<file path="src/rtl/tmr_pkg.sv">
package tmr_pkg;
   typedef struct packed {
      logic       en;
      logic       periodic;
      logic [1:0] ps;
      logic       wide;
      logic       oneshot;
   } ctl_t;

   localparam logic [1:0] SLOT_LOAD = 2'd0;
   localparam logic [1:0] SLOT_CNT  = 2'd1;
   localparam logic [1:0] SLOT_CTL  = 2'd2;
   localparam logic [1:0] SLOT_BG   = 2'd3;

   localparam logic [1:0] SH_MASK   = 2'd0;
   localparam logic [1:0] SH_RAW    = 2'd1;
   localparam logic [1:0] SH_MIS    = 2'd2;
   localparam logic [1:0] SH_CLR    = 2'd3;

   function automatic ctl_t byte_to_ctl(input logic [7:0] b);
      ctl_t c;
      c.en       = b[7];
      c.periodic = b[6];
      c.ps       = b[3:2];
      c.wide     = b[1];
      c.oneshot  = b[0];
      return c;
   endfunction

   function automatic logic [7:0] ctl_to_byte(input ctl_t c);
      return {c.en, c.periodic, 2'b00, c.ps, c.wide, c.oneshot};
   endfunction
endpackage

</file>
<file path="src/rtl/tmr_prescale.sv">
module tmr_prescale #(
   parameter int DIV_MID = 16,
   parameter int DIV_MAX = 256
) (
   input  logic       clk,
   input  logic       rst_n,
   input  logic       restart,
   input  logic       run,
   input  logic [1:0] code,
   output logic       tick
);
   localparam int PW = $clog2(DIV_MAX);

   if (DIV_MID < 2 || DIV_MAX < DIV_MID) begin : g_bad_div
      $error("tmr_prescale: need 2 <= DIV_MID <= DIV_MAX");
   end

   logic [PW-1:0] cnt_q;
   logic [PW-1:0] lim;

   always_comb begin
      case (code)
         2'b00:   lim = '0;
         2'b01:   lim = PW'(DIV_MID - 1);
         default: lim = PW'(DIV_MAX - 1);
      endcase
   end

   assign tick = run && !restart && (cnt_q >= lim);

   always_ff @(posedge clk) begin
      if (!rst_n)       cnt_q <= '0;
      else if (restart) cnt_q <= '0;
      else if (run)     cnt_q <= tick ? '0 : cnt_q + 1'b1;
   end


   slow_tick_gap_chk: assert property (@(posedge clk) disable iff (!rst_n)
      (tick && code != 2'b00) |=> (!tick || code == 2'b00));
endmodule

</file>
<file path="src/rtl/tmr_chan.sv">
module tmr_chan
   import tmr_pkg::*;
#(
   parameter int CNT_W    = 32,
   parameter int NARROW_W = 16,
   parameter int DIV_MID  = 16,
   parameter int DIV_MAX  = 256
) (
   input  logic             clk,
   input  logic             rst_n,
   input  logic             ld_we,
   input  logic             ctl_we,
   input  logic             bg_we,
   input  logic [CNT_W-1:0] wdata,
   output logic [CNT_W-1:0] count_o,
   output logic [CNT_W-1:0] load_o,
   output logic [CNT_W-1:0] bg_o,
   output logic [7:0]       ctl_o,
   output logic             zero_evt
);
   localparam logic [CNT_W-1:0] FULL_MASK   = '1;
   localparam logic [CNT_W-1:0] NARROW_MASK = {{(CNT_W-NARROW_W){1'b0}}, {NARROW_W{1'b1}}};

   ctl_t             ctl_q;
   logic [CNT_W-1:0] cnt_q, load_q, bg_q;
   logic [CNT_W-1:0] wmask, cnt_m;
   logic             tick, restart;

   assign wmask   = ctl_q.wide ? FULL_MASK : NARROW_MASK;
   assign cnt_m   = cnt_q & wmask;
   assign restart = ld_we || (ctl_we && wdata[7] && !ctl_q.en);

   tmr_prescale #(.DIV_MID(DIV_MID), .DIV_MAX(DIV_MAX)) u_ps (
      .clk    (clk),
      .rst_n  (rst_n),
      .restart(restart),
      .run    (ctl_q.en),
      .code   (ctl_q.ps),
      .tick   (tick)
   );

   assign zero_evt = tick && !ld_we && (cnt_m == CNT_W'(1));

   always_ff @(posedge clk) begin
      if (!rst_n) begin
         ctl_q  <= '0;
         cnt_q  <= '0;
         load_q <= '0;
         bg_q   <= '0;
      end else begin
         if (ctl_we) ctl_q <= byte_to_ctl(wdata[7:0]);
         if (ld_we) begin
            load_q <= wdata;
            bg_q   <= wdata;
            cnt_q  <= wdata & wmask;
         end else begin
            if (bg_we) bg_q <= wdata;
            if (tick) begin
               if (cnt_m != '0)        cnt_q <= cnt_m - 1'b1;
               else if (ctl_q.oneshot) cnt_q <= '0;
               else if (ctl_q.periodic) cnt_q <= bg_q & wmask;
               else                    cnt_q <= wmask;
            end
         end
      end
   end

   assign count_o = cnt_m;
   assign load_o  = load_q;
   assign bg_o    = bg_q;
   assign ctl_o   = ctl_to_byte(ctl_q);


   oneshot_hold_chk: assert property (@(posedge clk) disable iff (!rst_n)
      (ctl_q.oneshot && cnt_m == '0 && !ld_we && !ctl_we) |=> (count_o == '0));


   bg_quiet_chk: assert property (@(posedge clk) disable iff (!rst_n)
      (bg_we && !ld_we && !ctl_we && !tick) |=> $stable(count_o));


   periodic_reload_chk: assert property (@(posedge clk) disable iff (!rst_n)
      (tick && !ld_we && !ctl_we && !bg_we && cnt_m == '0 && ctl_q.periodic && !ctl_q.oneshot)
      |=> (count_o == (bg_o & wmask)));
endmodule

</file>
<file path="src/rtl/tmr_irq.sv">
module tmr_irq #(
   parameter int NCH = 4
) (
   input  logic           clk,
   input  logic           rst_n,
   input  logic           mask_we,
   input  logic           clr_we,
   input  logic [NCH-1:0] wbits,
   input  logic [NCH-1:0] evt,
   output logic [NCH-1:0] mask_o,
   output logic [NCH-1:0] raw_o,
   output logic [NCH-1:0] mis_o,
   output logic           irq_o
);
   logic [NCH-1:0] mask_q, raw_q, clr_bits;

   assign clr_bits = clr_we ? wbits : '0;

   always_ff @(posedge clk) begin
      if (!rst_n) begin
         mask_q <= '0;
         raw_q  <= '0;
      end else begin
         if (mask_we) mask_q <= wbits;
         raw_q <= (raw_q & ~clr_bits) | evt;
      end
   end

   assign mask_o = mask_q;
   assign raw_o  = raw_q;
   assign mis_o  = raw_q & mask_q;
   assign irq_o  = |mis_o;


   evt_sets_raw_chk: assert property (@(posedge clk) disable iff (!rst_n)
      (|evt) |=> ((raw_o & $past(evt)) == $past(evt)));


   clear_drops_raw_chk: assert property (@(posedge clk) disable iff (!rst_n)
      clr_we |=> ((raw_o & $past(wbits & ~evt)) == '0));


   irq_follows_mask_chk: assert property (@(posedge clk) disable iff (!rst_n)
      (!mask_we && !clr_we && evt == '0) |=> (irq_o == $past(irq_o)));
endmodule

</file>
<file path="src/rtl/tmr_quad.sv">
module tmr_quad
   import tmr_pkg::*;
#(
   parameter int NCH      = 4,
   parameter int CNT_W    = 32,
   parameter int NARROW_W = 16,
   parameter int ADDR_W   = 8,
   parameter int DIV_MID  = 16,
   parameter int DIV_MAX  = 256
) (
   input  logic              clk,
   input  logic              rst_n,
   input  logic [ADDR_W-1:0] bus_addr,
   input  logic              bus_we,
   input  logic [CNT_W-1:0]  bus_wdata,
   output logic [CNT_W-1:0]  bus_rdata,
   output logic              irq_o
);
   localparam int WIN_W   = ADDR_W - 4;
   localparam int MAX_NCH = (1 << WIN_W) - 1;

   if (NCH < 1 || NCH > MAX_NCH || NCH > CNT_W) begin : g_bad_nch
      $error("tmr_quad: channel count does not fit the address map");
   end
   if (NARROW_W < 8 || NARROW_W >= CNT_W) begin : g_bad_width
      $error("tmr_quad: need 8 <= NARROW_W < CNT_W");
   end

   logic [WIN_W-1:0] win;
   logic [1:0]       slot;
   logic             shared_sel;

   assign win        = bus_addr[ADDR_W-1:4];
   assign slot       = bus_addr[3:2];
   assign shared_sel = (win == '0);

   logic [NCH-1:0]   evt, mask_v, raw_v, mis_v;
   logic [CNT_W-1:0] cnt_v  [NCH];
   logic [CNT_W-1:0] load_v [NCH];
   logic [CNT_W-1:0] bg_v   [NCH];
   logic [7:0]       ctl_v  [NCH];

   for (genvar i = 0; i < NCH; i++) begin : g_ch
      logic sel;
      assign sel = (win == WIN_W'(i + 1));
      tmr_chan #(
         .CNT_W(CNT_W), .NARROW_W(NARROW_W),
         .DIV_MID(DIV_MID), .DIV_MAX(DIV_MAX)
      ) u_ch (
         .clk     (clk),
         .rst_n   (rst_n),
         .ld_we   (bus_we && sel && slot == SLOT_LOAD),
         .ctl_we  (bus_we && sel && slot == SLOT_CTL),
         .bg_we   (bus_we && sel && slot == SLOT_BG),
         .wdata   (bus_wdata),
         .count_o (cnt_v[i]),
         .load_o  (load_v[i]),
         .bg_o    (bg_v[i]),
         .ctl_o   (ctl_v[i]),
         .zero_evt(evt[i])
      );
   end

   tmr_irq #(.NCH(NCH)) u_irq (
      .clk    (clk),
      .rst_n  (rst_n),
      .mask_we(bus_we && shared_sel && slot == SH_MASK),
      .clr_we (bus_we && shared_sel && slot == SH_CLR),
      .wbits  (bus_wdata[NCH-1:0]),
      .evt    (evt),
      .mask_o (mask_v),
      .raw_o  (raw_v),
      .mis_o  (mis_v),
      .irq_o  (irq_o)
   );

   always_comb begin
      bus_rdata = '0;
      if (shared_sel) begin
         case (slot)
            SH_MASK: bus_rdata = CNT_W'(mask_v);
            SH_RAW:  bus_rdata = CNT_W'(raw_v);
            SH_MIS:  bus_rdata = CNT_W'(mis_v);
            default: bus_rdata = '0;
         endcase
      end else begin
         for (int i = 0; i < NCH; i++) begin
            if (win == WIN_W'(i + 1)) begin
               case (slot)
                  SLOT_LOAD: bus_rdata = load_v[i];
                  SLOT_CNT:  bus_rdata = cnt_v[i];
                  SLOT_CTL:  bus_rdata = CNT_W'(ctl_v[i]);
                  default:   bus_rdata = bg_v[i];
               endcase
            end
         end
      end
   end


   reset_quiet_chk: assert property (@(posedge clk)
      !rst_n |=> (!irq_o && raw_v == '0));
endmodule

</file>
<file path="config.mk">
export PLATFORM = sky130hd
export DESIGN_NAME = tmr_quad
export DESIGN_NICKNAME = d
export VERILOG_FILES = /design/src/rtl/tmr_pkg.sv /design/src/rtl/tmr_prescale.sv /design/src/rtl/tmr_chan.sv /design/src/rtl/tmr_irq.sv /design/src/rtl/tmr_quad.sv
export SDC_FILE = /design/constraint.sdc
export NUM_CORES = 2
export LEC_CHECK = 0
export BUFFER_PORTS_ARGS = -buffer_cell sky130_fd_sc_hd__buf_2
export CAP_MARGIN = 20
export CORE_MARGIN = 5
export CORE_UTILIZATION = 55
export DETAILED_ROUTE_END_ITERATION = 8
export GPL_ROUTABILITY_DRIVEN = 1
export PLACE_DENSITY = 0.76
export SYNTH_ARGS = -nofsm -noshare
export SYNTH_HDL_FRONTEND = slang
export SYNTH_SLANG_ARGS = --single-unit
</file>
<file path="constraint.sdc">
create_clock -name clk -period 5.2 [get_ports clk]
set_input_delay 0.26 -clock clk [delete_from_list [all_inputs] [get_ports clk]]
set_output_delay 0.26 -clock clk [all_outputs]
set_load 0.01 [all_outputs]
</file>
==> impl_metrics.env <==
export IMPL_status="complete, no violations"
export IMPL_seqPwrFrac_pct=43.9
export IMPL_die_h_um=230
export IMPL_ys_warn_count=0
export IMPL_switchingPower_w=0.00215
export IMPL_clockBufferDepth=3
export IMPL_hp_class="primary input to register"
export IMPL_p_sw_share_pct=27.1
export IMPL_cp_end_kind="primary output"
export IMPL_place_congestion=1.02
export IMPL_hpwlAfterDp_um=66900
export IMPL_core_rowCount=80
export IMPL_crit_fanout=28
export IMPL_yosysSeqAreaShare_pct=33.7
export IMPL_syn_nets=3832
export IMPL_hold_buffers=0
export IMPL_grt_pass1_wl_um=152000
export IMPL_comb_power_share_pct=10.6
export IMPL_antenna_found_initial=8
export IMPL_die_w_um=230
export IMPL_cts_sinks=448
export IMPL_yosysTopAreaCellShare_pct=33.7
export IMPL_grt_overflow=0
export IMPL_pwr_share_clk_pct=45.5
export IMPL_ctsResizeCount=0
export IMPL_syn_area_sq_mm=0.0266
export IMPL_avgSynthCellArea_sq_um=7.10
export IMPL_grt_start_max_net_pins=164
export IMPL_synth_area_leaders="dfxtp_1 34%, nand2_1 12%, a21oi_1 10%"
export IMPL_numCtsBuffers=51
export IMPL_yosysMostFrequentCell="nand2_1"
export IMPL_async_reset_ff_share_pct=0
export IMPL_max_freq_mhz=280
export IMPL_synth_ff_type="dfxtp_1"
export IMPL_hold_viol=0
export IMPL_setup_viol=0
export IMPL_vias=28900
export IMPL_grt_setup_unrepaired="false"
export IMPL_area_delta_synth_final_pct=8.07
export IMPL_path_clk_slew_ps=60
export IMPL_drt_total_wl_um=100000
export IMPL_postCtsSetupBuffers=0
export IMPL_ys_types=88
export IMPL_yosys_top_cells_count="849 x nand2_1, 531 x a21oi_1, 448 x dfxtp_1"
export IMPL_finalWorstSetupSlack_ps=1630
export IMPL_required_ps=4940
export IMPL_slew_violations=0
export IMPL_detail_route_antenna_nets=0
export IMPL_grt_usage_pct=35.8
export IMPL_cts_root_buf="clkbuf_16"
export IMPL_min_period_ps=3570
export IMPL_start_kind="register"
export IMPL_ir_drop_mv=0.201
export IMPL_drtIter0Drc=4810
export IMPL_power_density_mw_per_mm2=276
export IMPL_cts_tree="done"
export IMPL_via_per_inst=6.79
export IMPL_clk_latency_ps=620
export IMPL_rrSetupSlack_ps=1650
export IMPL_cts_max_level=2
export IMPL_fillers=4441
export IMPL_finalClockSkew_ps=36.1
export IMPL_port_buffers=73
export IMPL_synth_edf_count=0
export IMPL_ys_seq_elements=448
export IMPL_pre_cts_slack_ps=1870
export IMPL_tns_ps=0
export IMPL_tightest_slew_ps=1110
export IMPL_core_sq_mm=0.0478
export IMPL_nets=3683
export IMPL_dieArea_sq_mm=0.0529
export IMPL_start_util_pct=55.7
export IMPL_final_layout_size_suffix_gt1_share_pct=8.57
export IMPL_crit_type="register to primary output"
export IMPL_syn_inst=3753
export IMPL_max_slew_margin_pct=25.0
export IMPL_max_cap_viol_count=0
export IMPL_drc=0
export IMPL_grt_pass1_vias=25600
export IMPL_io_pins=76
export IMPL_min_period_over_period_pct=68.7
export IMPL_drtPass1Iterations=9
export IMPL_internal_power_w=0.00578
export IMPL_cellLeakagePower_nw=9.88
export IMPL_cp_data_arrival_time_ps=3310
export IMPL_wl_per_cell_um=23.5
export IMPL_synth_largest_area_cell="dfxtp_1"
## worst max-delay path, cell delays in order (launching register included)
cell and delay (ps):
dfxtp_2 660, buf_4 380, nand2_1 150, o21ai_0 170, a21oi_1 140, o21ai_0 900, buf_2 280
## registers in the layout (all words and copies together) (netlist names)
| name | cells |
|---|---|
| g_ch.u_ch.bg_o | 128 |
| g_ch.u_ch.cnt_q | 128 |
| g_ch.u_ch.ctl_o | 24 |
| g_ch.u_ch.load_o | 128 |
| g_ch.u_ch.u_ps.cnt_q | 32 |
| u_irq.mask_o | 4 |
| u_irq.raw_o | 4 |
## cells by family after synthesis
group           count (synthesis)  synth area share (%)
compound gates               1227                  27.9
mux                            66                  3.18
flops                         448                  33.7
simple gates                 1495                  25.2
fa+ha+maj                      36                  1.69
xor+xnor                       80                  2.63
buf+inv                       401                  5.72
## per-stage QoR
stage / power (W) / instance area [sq um] / hold slack, ps / utilization (%) / cells
final: 0.00794 / 28800 / 31.7 / 60.2 / 4260
after global routing: 0.00812 / 28800 / 37.7 / 60.2 / 4255
after CTS: 0.00790 / 28800 / 13.3 / 60.1 / 4254
after detailed placement: 0.00436 / 27100 / 442 / 56.7 / 4166
after global placement: 0.00436 / 27100 / 437 / 56.7 / 4166
after floorplan: 0.00409 / 26600 / 407 / - / 3753
## path summary, 6_finish.rpt
kind                            depth (start not counted)                      end                    start
worst max-delay path                                    6            bus_rdata[31]    g_ch[3].u_ch.ctl_o[1]
worst min-delay path                                    3  g_ch[0].u_ch.load_o[12]            bus_wdata[12]
worst max register to register                          7   g_ch[2].u_ch.cnt_q[22]    g_ch[2].u_ch.cnt_q[8]
worst min register to register                          2  g_ch[0].u_ch.load_o[31]  g_ch[0].u_ch.load_o[31]
## power by group through the flow
stage	clock (W)	sequential (W)	combinational, W
after CTS	0.00361	0.00348	0.000806
after global placement	0	0.00356	0.000800
final	0.00361	0.00348	0.000842
after global routing	0.00375	0.00348	0.000882
after floorplan	0	0.00354	0.000546
after detailed placement	0	0.00356	0.000803
## routing by layer
layer / GRT usage (%) / share of wire [%]
met1: 50.2 / 40
met3: 8.71 / 13
met4: 18.2 / 6.1
met2: 51.2 / 41
met5: 0 / 0.043
## cells in the final DEF (no fill, tap or decap), types with 19 or more instances in the layout
cell type	count
clkbuf_16	52
nand3_1	74
nor3_1	69
o21ai_0	244
inv_1	51
o21a_1	19
buf_4	70
o211ai_1	51
xnor2_1	40
a221oi_1	35
nor2_1	214
and3_1	36
nand2_1	845
nand4_1	29
nor4_1	43
buf_2	71
a21oi_1	531
a31oi_1	69
a211oi_1	35
xor2_1	40
or4_1	28
ha_1	36
or3_1	22
mux2i_1	42
dfxtp_1	447
nand2b_1	33
o22ai_1	28
## layout make-up
type | instances | area [sq um] | share of cell area [%]
Multi-Input combinational cell | 2904 | 16300 | 56.5
Sequential cell | 448 | 8970 | 31.2
Clock buffer | 77 | 1520 | 5.26
Timing Repair Buffer | 144 | 923 | 3.21
Tap cell | 615 | 769 | 2.67
Inverter | 55 | 214 | 0.743
Clock inverter | 11 | 123 | 0.426
Antenna cell | 6 | 15.0 | 0.0521
(Power assumes the default switching activity.)
